--- config.mk ---
export PLATFORM = sky130hd
export DESIGN_NAME = mdrop_rx
export DESIGN_NICKNAME = d
export VERILOG_FILES = /design/src/rtl/mdrop_rx_pkg.sv /design/src/rtl/mdrop_rx_deser.sv /design/src/rtl/mdrop_rx_filter.sv /design/src/rtl/mdrop_rx.sv
export SDC_FILE = /design/constraint.sdc
export NUM_CORES = 1
export LEC_CHECK = 0
export BUFFER_PORTS_ARGS = -buffer_cell sky130_fd_sc_hd__buf_4
export CAP_MARGIN = 20
export CORE_MARGIN = 3
export CORE_UTILIZATION = 60
export CTS_BUF_LIST = sky130_fd_sc_hd__clkbuf_4 sky130_fd_sc_hd__clkbuf_8 sky130_fd_sc_hd__clkbuf_16
export DETAILED_ROUTE_END_ITERATION = 12
export GPL_ROUTABILITY_DRIVEN = 1
export GPL_TIMING_DRIVEN = 0
export MAX_ROUTING_LAYER = met4
export PLACE_DENSITY_LB_ADDON = 0.05
export SLEW_MARGIN = 20
export SYNTH_ARGS = -nofsm -noshare
export SYNTH_HDL_FRONTEND = slang
export SYNTH_SLANG_ARGS = --single-unit
--- constraint.sdc ---
create_clock -name clk -period 3.6 [get_ports clk]
set_clock_uncertainty 0.15 [all_clocks]
set_input_delay 0.72 -clock clk [delete_from_list [all_inputs] [get_ports clk]]
set_output_delay 0.72 -clock clk [all_outputs]
set_load 0.03 [all_outputs]
--- src/rtl/mdrop_rx_pkg.sv ---
// Shared types for the multidrop receiver.
// Assumes eight data bits per character.
package mdrop_rx_pkg;
    localparam int DATA_W = 8;

    typedef enum logic [1:0] {
        ST_IDLE  = 2'd0,
        ST_START = 2'd1,
        ST_BITS  = 2'd2,
        ST_STOP  = 2'd3
    } rx_state_t;

    typedef struct packed {
        logic [DATA_W-1:0] data;
        logic              ninth;
        logic              ferr;
    } rx_frame_t;
endpackage

--- src/rtl/mdrop_rx_deser.sv ---
// Frame deserializer. It synchronises rxd and hunts for a start bit,
// which it confirms at mid-bit. It then samples data bits, the
// optional ninth bit and the stop bit once per OVS ticks.
// Assumes: os_tick is a one-cycle strobe at OVS times the baud rate,
// and use9 is stable while a frame is in flight.
module mdrop_rx_deser
    import mdrop_rx_pkg::*;
#(
    parameter int OVS = 16
) (
    input  logic      clk,
    input  logic      rst_n,
    input  logic      rxd,
    input  logic      os_tick,
    input  logic      use9,
    output logic      frm_valid,
    output rx_frame_t frm
);
    localparam int CNT_W = $clog2(OVS);
    localparam int HALF  = OVS / 2;
    localparam int SH_W  = DATA_W + 1;
    localparam int IDX_W = $clog2(SH_W + 1);

    logic [1:0]       sync_q;
    logic             rxd_s;
    rx_state_t        state;
    logic [CNT_W-1:0] cnt;
    logic [IDX_W-1:0] idx;
    logic [SH_W-1:0]  shreg;
    logic             nine_q;
    logic [IDX_W-1:0] last_idx;

    assign rxd_s    = sync_q[1];
    assign last_idx = nine_q ? IDX_W'(SH_W - 1) : IDX_W'(DATA_W - 1);

    // Two-flop synchroniser for the asynchronous serial line.
    always_ff @(posedge clk) begin
        if (!rst_n) sync_q <= 2'b11;
        else        sync_q <= {sync_q[0], rxd};
    end

    // Frame state machine, advanced on oversample ticks only.
    always_ff @(posedge clk) begin
        if (!rst_n) begin
            state     <= ST_IDLE;
            cnt       <= '0;
            idx       <= '0;
            shreg     <= '0;
            nine_q    <= 1'b0;
            frm_valid <= 1'b0;
            frm       <= '0;
        end else begin
            frm_valid <= 1'b0;
            if (os_tick) begin
                unique case (state)
                    ST_IDLE: begin
                        cnt <= '0;
                        if (!rxd_s) begin
                            state  <= ST_START;
                            nine_q <= use9;
                        end
                    end
                    ST_START: begin
                        if (cnt == CNT_W'(HALF - 1)) begin
                            cnt   <= '0;
                            idx   <= '0;
                            state <= rxd_s ? ST_IDLE : ST_BITS;
                        end else begin
                            cnt <= cnt + 1'b1;
                        end
                    end
                    ST_BITS: begin
                        if (cnt == CNT_W'(OVS - 1)) begin
                            cnt   <= '0;
                            shreg <= {rxd_s, shreg[SH_W-1:1]};
                            idx   <= idx + 1'b1;
                            if (idx == last_idx) state <= ST_STOP;
                        end else begin
                            cnt <= cnt + 1'b1;
                        end
                    end
                    ST_STOP: begin
                        if (cnt == CNT_W'(OVS - 1)) begin
                            cnt       <= '0;
                            state     <= ST_IDLE;
                            frm_valid <= 1'b1;
                            frm.ferr  <= !rxd_s;
                            if (nine_q) begin
                                frm.data  <= shreg[DATA_W-1:0];
                                frm.ninth <= shreg[DATA_W];
                            end else begin
                                frm.data  <= shreg[SH_W-1:1];
                                frm.ninth <= 1'b0;
                            end
                        end else begin
                            cnt <= cnt + 1'b1;
                        end
                    end
                    default: state <= ST_IDLE;
                endcase
            end
        end
    end

    // a frame takes many cycles, so completion strobes never touch.
    a_r9_frame_pulse: assert property (@(posedge clk) disable iff (!rst_n)
        frm_valid |=> !frm_valid);
    // an eight-bit frame never reports a ninth bit.
    a_r1_no_ninth_in_8bit: assert property (@(posedge clk) disable iff (!rst_n)
        (frm_valid && !nine_q) |-> !frm.ninth);
endmodule

--- src/rtl/mdrop_rx_filter.sv ---
// Address recognition and acceptance filter. It classifies each frame
// as address or data, keeps the receiver-open gate, and registers the
// byte stream and interrupt presented at the block boundary.
// Assumes one frame strobe at most every few cycles.
module mdrop_rx_filter
    import mdrop_rx_pkg::*;
(
    input  logic              clk,
    input  logic              rst_n,
    input  logic              frm_valid,
    input  rx_frame_t         frm,
    input  logic              mdrop_en,
    input  logic              rx_off,
    input  logic              auto_en,
    input  logic [DATA_W-1:0] station_addr,
    output logic [DATA_W-1:0] rx_data,
    output logic              rx_valid,
    output logic              rx_is_addr,
    output logic              rx_frame_err,
    output logic              addr_irq
);
    logic muted;
    logic is_addr;
    logic auto_mode;
    logic hit;
    logic deliver;
    logic raise;

    assign is_addr   = mdrop_en && frm.ninth;
    assign auto_mode = mdrop_en && auto_en;
    assign hit       = (frm.data == station_addr);
    assign deliver   = frm_valid && (is_addr ? !auto_mode : !muted);
    assign raise     = frm_valid && is_addr && (!auto_mode || hit);

    // Receiver gate: follows rx_off, or is driven by addresses in auto mode.
    always_ff @(posedge clk) begin
        if (!rst_n)                          muted <= 1'b0;
        else if (!auto_mode)                 muted <= rx_off;
        else if (frm_valid && is_addr)       muted <= !hit;
    end

    // Registered output stream and interrupt.
    always_ff @(posedge clk) begin
        if (!rst_n) begin
            rx_data      <= '0;
            rx_valid     <= 1'b0;
            rx_is_addr   <= 1'b0;
            rx_frame_err <= 1'b0;
            addr_irq     <= 1'b0;
        end else begin
            rx_valid <= deliver;
            addr_irq <= raise;
            if (deliver) begin
                rx_data      <= frm.data;
                rx_is_addr   <= is_addr;
                rx_frame_err <= frm.ferr;
            end
        end
    end

    // output strobes are single-cycle.
    a_r9_valid_pulse: assert property (@(posedge clk) disable iff (!rst_n)
        rx_valid |=> !rx_valid);
    a_r9_irq_pulse: assert property (@(posedge clk) disable iff (!rst_n)
        addr_irq |=> !addr_irq);
    // in auto mode, address bytes are never passed on.
    a_r6_no_addr_in_auto: assert property (@(posedge clk) disable iff (!rst_n)
        (rx_valid && rx_is_addr) |-> !$past(auto_mode));
    // an interrupt only follows a frame from the deserializer.
    a_r4_irq_after_frame: assert property (@(posedge clk) disable iff (!rst_n)
        addr_irq |-> $past(frm_valid && mdrop_en));
    // without multidrop, nothing is tagged as an address.
    a_r1_no_addr_tag: assert property (@(posedge clk) disable iff (!rst_n)
        (rx_valid && !$past(mdrop_en)) |-> !rx_is_addr);
endmodule

--- src/rtl/mdrop_rx.sv ---
// Top level of the multidrop receiver: a deserializer feeding an
// address filter. Assumes the baud/oversample strobe comes from outside.
module mdrop_rx
    import mdrop_rx_pkg::*;
#(
    parameter int OVS = 16
) (
    input  logic              clk,
    input  logic              rst_n,
    input  logic              rxd,
    input  logic              os_tick,
    input  logic              mdrop_en,
    input  logic              rx_off,
    input  logic              auto_en,
    input  logic [DATA_W-1:0] station_addr,
    output logic [DATA_W-1:0] rx_data,
    output logic              rx_valid,
    output logic              rx_is_addr,
    output logic              rx_frame_err,
    output logic              addr_irq
);
    logic      frm_valid;
    rx_frame_t frm;

    mdrop_rx_deser #(.OVS(OVS)) u_deser (
        .clk       (clk),
        .rst_n     (rst_n),
        .rxd       (rxd),
        .os_tick   (os_tick),
        .use9      (mdrop_en),
        .frm_valid (frm_valid),
        .frm       (frm)
    );

    mdrop_rx_filter u_filter (
        .clk          (clk),
        .rst_n        (rst_n),
        .frm_valid    (frm_valid),
        .frm          (frm),
        .mdrop_en     (mdrop_en),
        .rx_off       (rx_off),
        .auto_en      (auto_en),
        .station_addr (station_addr),
        .rx_data      (rx_data),
        .rx_valid     (rx_valid),
        .rx_is_addr   (rx_is_addr),
        .rx_frame_err (rx_frame_err),
        .addr_irq     (addr_irq)
    );
endmodule

### Word-level counts from Yosys, hierarchy flattened

Cells that the tools add are included.

* $add $sub $neg: 2
* bitwise logic cells: 1
* muxes and demuxes: 19
* reduce and logical (&&, ||, !) cells: 19
* equal/unequal tests: 13

Operator list (count)
* 4-bit two-way mux: 5
* 2-bit two-way mux: 6
* 4-bit one-hot mux with 3 select lines: 1
* 3-bit AND reduction: 4
* 9-bit two-way mux: 1
* 4-bit by 1-bit adder with 4-bit output, second input constant: 2
* 8-bit equality test: 1
* 2-bit by 1-bit inequality test with 1-bit output, second input constant: 4
* 2-bit one-hot mux with 4 select lines: 1
* 4-bit one-hot mux with 2 select lines: 1
* 6-bit AND reduction: 1
* 1-bit logical AND: 5
* 2-bit equality test, second input constant: 2
* 4-bit by 3-bit equality test with 1-bit output, second input constant: 1
* 4-bit equality test: 1
* 4-bit equality test, second input constant: 1
* 1-bit zero test: 4
* 1-bit two-way mux: 4
* 2-bit inequality test, second input constant: 2
* 4-bit AND reduction: 1
* 2-bit by 1-bit equality test with 1-bit output, second input constant: 1
* 2-bit zero test: 1
* 2-bit nonzero test: 1
* 2-bit OR reduction: 1
* 2 further kinds: 2

* word-level logic and storage cells: 70
* register bits: 46

### Longest topological paths before layout

Gate-level depths: netlist (run 1).

* depth after elaboration: 5
* depth in mapped cells: 8
* gate-level depth less buffers: 7

### Hierarchy

A second synthesis (run 1) with hierarchy kept.

* cells, all modules: 209
* area, all modules: 2093.3 um^2

Modules (own cells, without submodules)
* mdrop_rx_deser: cells an instance 150, times used 1, area each 1493.9 um^2
* mdrop_rx_filter: cells an instance 59, times used 1, area each 599.3 um^2

### Least setup slack after synthesis (run 1)

No wires, ideal clock.

* path type: register to register
* start: register u_deser.state[0]
* end: register (tool-made name)
* data arrival time: 1.563 ns
* path buffers: 1
* period minus slack after synthesis: 1.831 ns
* stages on the path, launching flop included: 9
* required time: 3.332 ns
* setup slack: 1.769 ns
* setup time: 0.118 ns
* cell sequence: dfxtp_1 inv_1 ha_1 buf_6 nor3_4 a311o_1 o211ai_2 or2_1 mux2i_1

RTL lines
* start, declared: RTL line mdrop_rx_deser.sv:26 `rx_state_t state;`
* start signal, assigned: RTL line mdrop_rx_deser.sv:67 `state <= rxd_s ? ST_IDLE : ST_BITS;`

==> summary.txt, run 1 <==
Floorplanning
  • Starting Density: 65.9%
  • CORE AREA: 0.00320 mm2
  • DIE AREA: 0.00427 mm2
  • Die Y: 65.3 um
  • Die width: 65.3 um
  • # IOs: 27
  • Row cnt: 20

Route
  • Met3 WL post-DR: 167 um
  • Vias per cell: 5.50
  • Post-route ant nets: 0
  • Iter 0 DRT Violations: 69
  • Metal1 wirelength: 2130 um
  • Detailed-route wire length: 4280 um
  • WL/cell: 14.1 um
  • Wire length on met2: 1890 um
  • Vias: 1666
  • Max layer used: met4
  • DRT Pass-1 Iters: 6
  • Residual DRC count: 0

Yosys
  • Synth cell count leaders: dfxtp_1, nor2_1, mux2i_1
  • Number of synthesized flops with an enable pin: 0
  • Post-Syn Area: 0.00211 mm2
  • Syn Inst Count: 225
  • Synthesized Nets: 247
  • Seq/Total Area, Yosys: 43.6%
  • Avg Inst Size Synth: 9.39 um2
  • Post-synth cell types: 35
  • Synth top area share: 43.6%
  • Register bit total from synthesis: 46
  • Yosys warning count: 0
  • Top post-synthesis cells by area: dfxtp_1, mux2i_1, nor2_1
  • Ys flop type: dfxtp_1
  • Cell taking the most area after synthesis: dfxtp_1
  • Most frequent cell after synthesis: dfxtp_1
  • Synth async-reset ratio: 0%

STA
  • Setup Total Neg Slack: 0 ns
  • Final period util: 55.3%
  • Hold WS: 0.282 ns
  • RSZ-0062 raised after global routing: no
  • Peak Freq: 502 MHz
  • Measured slew at the worst slew-check pin: 0.629 ns
  • Crit path time final: 1.99 ns
  • Max-slew violations: 0
  • Fin. Hold Viols: 0
  • Slew margin rel.: 58.0%
  • Setup violators final: 0

Worst hold path
  • Hold Path Class: flip-flop to flip-flop
  • Hold Path Sink: u_deser.sync_q[1]$_SDFF_PN1_
  • Min-Delay Startpoint: u_deser.sync_q[0]$_SDFF_PN1_
  • Hold path cells: 1

Power
  • Static leakage: 1.04 nW
  • Total power: 0.000887 W
  • PwrDens: 363 mW/mm2
  • VDD IR max: 0.000277 V

Clock tree
  • Post-CTS Setup Repair Bufs: 0
  • Clock slew seen by the registers of the worst setup and hold paths: 0.13 ns
  • Root Buffer: clkbuf_4
  • H-tree Lvls: 2
  • Hold-fix buffers at CTS: 0
  • Skew-Pair Late Insertion Delay: 0.37 ns
  • CTS tree: yes
  • Cts bufs inserted: 5
  • Longest Clk Path Bufs: 2
  • Clock sink count: 46
  • Post-CTS resize count: 0

Finish
  • # diodes: 0
  • Final nets: 280
  • Post-layout util: 76.3%
  • Post-route insts no fill: 303
  • Share of cells above drive strength 1: 16.6%
  • P&R area growth vs syn: 15.8%

Worst setup path
  • Critical path cell sequence: inv_1 -> ha_1 -> buf_6 -> nor3_4 -> a311o_1 -> o211ai_2 -> or2_1 -> mux2i_1
  • Reg2reg setup slack: 1.61 ns
  • CP required: 3.71 ns
  • Worst path slowest cell: dfxtp_1
  • RR Startpoint: u_deser.state[0]$_SDFFE_PN0P_
  • Critical path endpoint category: flip-flop
  • CP Buf/Inv Count: 2
  • CP Depth: 8
  • Worst-path fanout max: 8
  • CP top delay family: simple AND/OR/NAND/NOR gates
  • Crit path kind: flip-flop to flip-flop
  • Peak per-stage delay on the critical path: 0.38 ns
  • Worst reg-to-reg path cell count: 8
  • Crit path DAT: 2.11 ns
  • Startpoint types: flip-flop

Placed design
  • Inst Count DP: 295
  • Count of input and output buffers: 26
  • DPL Wire Length: 3090 um
  • GPL Wtd Cong: 0.881

Flow run
  • MaxCap Viol Count: 0

Global routing
  • Largest net degree at the start of global routing: 15
  • First-pass GRT wire length: 7180 um
  • GRT overflow: 0
  • Vias in the first global route: 1568
  • Initial antenna violation count: 0
  • GRT Total Usage: 22.6%

Status
  • Status: complete, no violations
[cells by family (layout without fill, tap and decap cells)]
family	after synthesis	count (layout)	share of synthesized area, %
compound gates	30	30	9.72
mux	29	29	13.7
xor+xnor	11	11	4.56
flops	46	46	43.6
simple gates	84	84	19.7
fa+ha+maj	7	7	4.15
buf+inv	18	52	4.56
[state kept, by name, indices dropped and copies added, names as in the netlist, 2 cells and up, named ones only]
name,cells
u_deser.idx,4
u_deser.shreg,9
u_deser.sync_q,2
u_filter.rx_data,8
u_deser.frm,10
u_deser.cnt,4
[cells in the final DEF (no fill, tap or decap), drive strengths merged, types with 2 or more instances in the layout]
cell     n
mux2i   29
a21oi    8
nor3     3
dfxtp   46
xnor2    3
nor2    38
nand4    3
clkbuf  11
o31ai    3
nor3b    2
buf     33
ha       7
nor4     5
xor2     8
a31oi    2
a21boi   2
nand3    8
nand2b   6
a211oi  10
nand2   11
inv      6
o21ai    2
and2     2
nand3b   3
[worst max-delay path by stage]
stage                                  startpoint                     endpoint  slack (ns)
detailed placement                        os_tick  u_deser.idx[2]$_SDFFE_PN0P_        1.39
floorplan           u_deser.state[0]$_SDFFE_PN0P_                    flip-flop        1.77
finish              u_deser.state[0]$_SDFFE_PN0P_                    flip-flop        1.61
global route        u_deser.state[0]$_SDFFE_PN0P_                    flip-flop        1.46
global placement                          os_tick  u_deser.idx[2]$_SDFFE_PN0P_        1.39
CTS                 u_deser.state[0]$_SDFFE_PN0P_                    flip-flop        1.62
[per-layer routing]
metal | vias to the layer above | GRT usage (%)
met5 | - | -
met4 | 0 | 11.7
met3 | 7 | 3.76
met2 | 39 | 32.9
met1 | 770 | 30.3
li1 | 850 | -
[metrics by stage]
step / area [um2] / worst slack [ns]
2_1_floorplan: 2110 / 1.77
3_3_place_gp: 2360 / 1.39
3_5_place_dp: 2360 / 1.39
4_1_cts: 2440 / 1.62
5_1_grt: 2440 / 1.46
6_report: 2440 / 1.61
[where the power goes]
group          switching, W  leakage, nW   total, W  internal [W]
Sequential       0.00000268        0.371   0.000515      0.000512
Combinational     0.0000300        0.631  0.0000534     0.0000233
Clock              0.000165       0.0419   0.000319      0.000154
Total              0.000197         1.04   0.000887      0.000690
[area by class of cell]
class | instances | area, um2
tap | 44 | 55.1
fill | 248 | 758
clock inverter | 2 | 37.5
clock buffer | 6 | 45.0
sequential | 46 | 921
multi-input combinational | 161 | 1090
buffer | 12 | 73.8
inverter | 6 | 22.5
timing repair buffer | 26 | 195
Power figures use the tool's default switching activity.
==> run 2: changes to the inputs <==
- CORE_UTILIZATION: 60 -> 51
- clock period: 3.6 -> 1.8 ns (I/O delays scaled with it)
==> run 2 against run 1 <==
The flow now finishes with violations (negative setup slack). First-iteration DRC count up 52%. Combinational power increased to 2.6 times the previous value. Clock power is 140% higher. Critical path depth stayed put. Register-to-register slack worse by 1.7 ns. Final cell count rose by 3.6%. Non-clock buffer count grew 7. Power increased by 120%. Fmax increased by 5.8%. Utilization shrank 6.9 points. Die area rose by 16%.
==> summary.txt, run 2 (synthesis gave the netlist of run 1 again) <==
Status
  • Status: finished, violations left
  • Failing checks: negative setup slack

Floorplanning
  • Starting Density: 55.2% (-11 points)
  • Die width: 70.4 um (+7.7%)
  • Row cnt: 22 (+10%)
  • # IOs: 27 (unchanged)
  • DIE AREA: 0.00495 mm2 (+16%)
  • CORE AREA: 0.00383 mm2 (+19%)
  • Die Y: 70.4 um (+7.7%)

STA
  • Crit path time final: 1.88 ns (-0.110 ns)
  • Peak Freq: 532 MHz (+5.8%)
  • Final period util: 104% (+49 points)
  • Setup violators final: 1 (+1)
  • Measured slew at the worst slew-check pin: 0.616 ns (-0.0138 ns)
  • Max-slew violations: 0 (unchanged)
  • Hold WS: 0.0950 ns (-0.187 ns)
  • Slew margin rel.: 59.0% (+0.92 points)
  • Worst setup margin: -0.0808 ns (-1.69 ns)
  • RSZ-0062 raised after global routing: yes
  • Fin. Hold Viols: 0 (unchanged)

Power
  • Clk pwr share: 40.1% (+4.2 points)
  • Static leakage: 1.11 nW (+6.3%)
  • Power Internal: 0.00152 W (+120%)
  • Gate power share: 7.0% (+1.0 points)
  • Sw power: 0.000429 W (+120%)
  • PwrDens: 733 mW/mm2 (+100%)
  • Switching power share of the total: 22.0% (-0.24 points)
  • Sequential share of power: 52.9% (-5.1 points)
  • VDD IR max: 0.000471 V (+70%)

Finish
  • Reg with most FFs: u_deser.frm
  • Post-route insts no fill: 314 (+3.6%)
  • # diodes: 0 (unchanged)
  • P&R area growth vs syn: 25.7%
  • Most frequent cells in the layout: dfxtp_1, nor2_1, buf_4
  • Share of cells above drive strength 1: 25.9% (+9.3 points)
  • Largest regs: u_deser.frm x10, u_deser.shreg x9, u_filter.rx_data x8
  • Final nets: 287 (+2.5%)
  • Max reg flops: 10 (unchanged)
  • Most common cell after layout, fill and taps aside: dfxtp_1

Global routing
  • Largest net degree at the start of global routing: 15 (unchanged)
  • Vias in the first global route: 1528 (-2.6%)
  • Initial antenna violation count: 0 (unchanged)
  • First-pass GRT wire length: 7270 um (+1.3%)
  • GRT overflow: 0 (unchanged)
  • GRT Total Usage: 18.8% (-3.8 points)

Route
  • Vias: 1661 (-0.30%)
  • Iter 0 DRT Violations: 105 (+52%)
  • DRT Pass-1 Iters: 4 (-2)
  • Post-route ant nets: 0 (unchanged)
  • WL/cell: 14.1 um (-0.26%)
  • Vias per cell: 5.29 (-3.8%)
  • Residual DRC count: 0 (unchanged)
  • Detailed-route wire length: 4420 um (+3.4%)

Worst setup path
  • CP top delay family: simple AND/OR/NAND/NOR gates
  • Reg2reg setup slack: -0.08 ns (-1.69 ns)
  • CP required: 1.86 ns (-1.85 ns)
  • Crit path kind: flip-flop to flip-flop
  • Critical path endpoint category: flip-flop
  • Critical path cell sequence: buf_6 -> ha_4 -> buf_6 -> nor3_4 -> a311o_1 -> o211ai_2 -> or2_1 -> mux2i_1
  • Worst path slowest cell: dfxtp_4
  • Worst reg-to-reg path cell count: 8 (unchanged)
  • Peak per-stage delay on the critical path: 0.37 ns (about the same)
  • CP Buf/Inv Count: 2 (unchanged)
  • Startpoint types: flip-flop
  • Crit path DAT: 1.94 ns (-0.17 ns)
  • Worst-path fanout max: 3 (-5)
  • RR Startpoint: u_deser.state[0]$_SDFFE_PN0P_
  • Most frequent cell on the critical path: buf_6

Clock tree
  • Clock sink count: 46 (unchanged)
  • CTS tree: yes
  • H-tree Lvls: 2 (unchanged)
  • Cts bufs inserted: 5 (unchanged)
  • Longest Clk Path Bufs: 2 (unchanged)
  • Skew-Pair Late Insertion Delay: 0.31 ns (-0.06 ns)
  • Hold-fix buffers at CTS: 0 (unchanged)
  • Clock slew seen by the registers of the worst setup and hold paths: 0.09 ns (-0.04 ns)
  • Root Buffer: clkbuf_8

Flow run
  • MaxCap Viol Count: 0 (unchanged)

Placed design
  • GPL Wtd Cong: 0.854 (-3.0%)
  • Count of input and output buffers: 26 (unchanged)
  • DPL Wire Length: 2960 um (-4.0%)
  • Inst Count DP: 299 (+1.4%)
  • Setup WS pre-CTS: -0.119 ns (-1.51 ns)

Worst hold path
  • Hold Path Class: input pin to flip-flop
  • Hold path cells: 2 (+1)
  • Min-Delay Startpoint: rxd
  • Hold Path Sink: u_deser.sync_q[0]$_SDFF_PN1_
## run 2: power by group through the flow
stage	registers (W)	logic [W]	clock network, W
6_report	0.00103	0.000137	0.000779
5_1_grt	0.00103	0.000150	0.000828
4_1_cts	0.00103	0.000116	0.000791
3_5_place_dp	0.00105	0.000108	0
3_3_place_gp	0.00105	0.000106	0
2_1_floorplan	0.00105	0.0000610	0
## run 2: layout make-up
cell class / count / area [um2]
Tap cell: 48 / 60.1
Multi-Input combinational cell: 161 / 1180
Sequential cell: 46 / 927
Fill cell: 308 / 1170
Clock buffer: 6 / 76.3
Clock inverter: 2 / 37.5
Timing Repair Buffer: 33 / 259
Inverter: 6 / 27.5
Buffer: 12 / 83.8
## run 2: worst max path at each step
stage,startpoint,endpoint,depth (start not counted),slack [ns]
final,u_deser.state[0]$_SDFFE_PN0P_,flip-flop,8,-0.08
after global routing,u_deser.state[0]$_SDFFE_PN0P_,flip-flop,8,-0.14
after CTS,u_deser.state[0]$_SDFFE_PN0P_,flip-flop,8,-0.03
after detailed placement,u_deser.state[0]$_SDFFE_PN0P_,flip-flop,8,-0.12
after global placement,u_deser.state[0]$_SDFFE_PN0P_,flip-flop,8,-0.12
after floorplan,u_deser.state[0]$_SDFFE_PN0P_,flip-flop,8,0.02
## run 2: metrics by stage
step	util (%)	TNS [ns]	total power, W	instance area [um2]
4_1_cts	65.9	-0.0469	0.00194	2520
3_3_place_gp	61.9	-0.563	0.00116	2370
5_1_grt	69.4	-0.580	0.00201	2660
3_5_place_dp	61.9	-0.678	0.00116	2370
2_1_floorplan	-	0	0.00111	2110
6_report	69.4	-0.0808	0.00195	2660
## run 2: layer usage
layer,track usage (%),vias up,wire (um)
met2,25.4,34,1910
met5,-,-,0
li1,-,860,-
met1,27.6,760,2260
met3,3.60,7,194
met4,7.02,0,60
## run 2: repair_timing
action                     CTS  global route
setup buffers                2             5
cloned                       0             0
pin swaps                    3            14
setup endpoints to repair   18            19
gates resized for setup      8            27
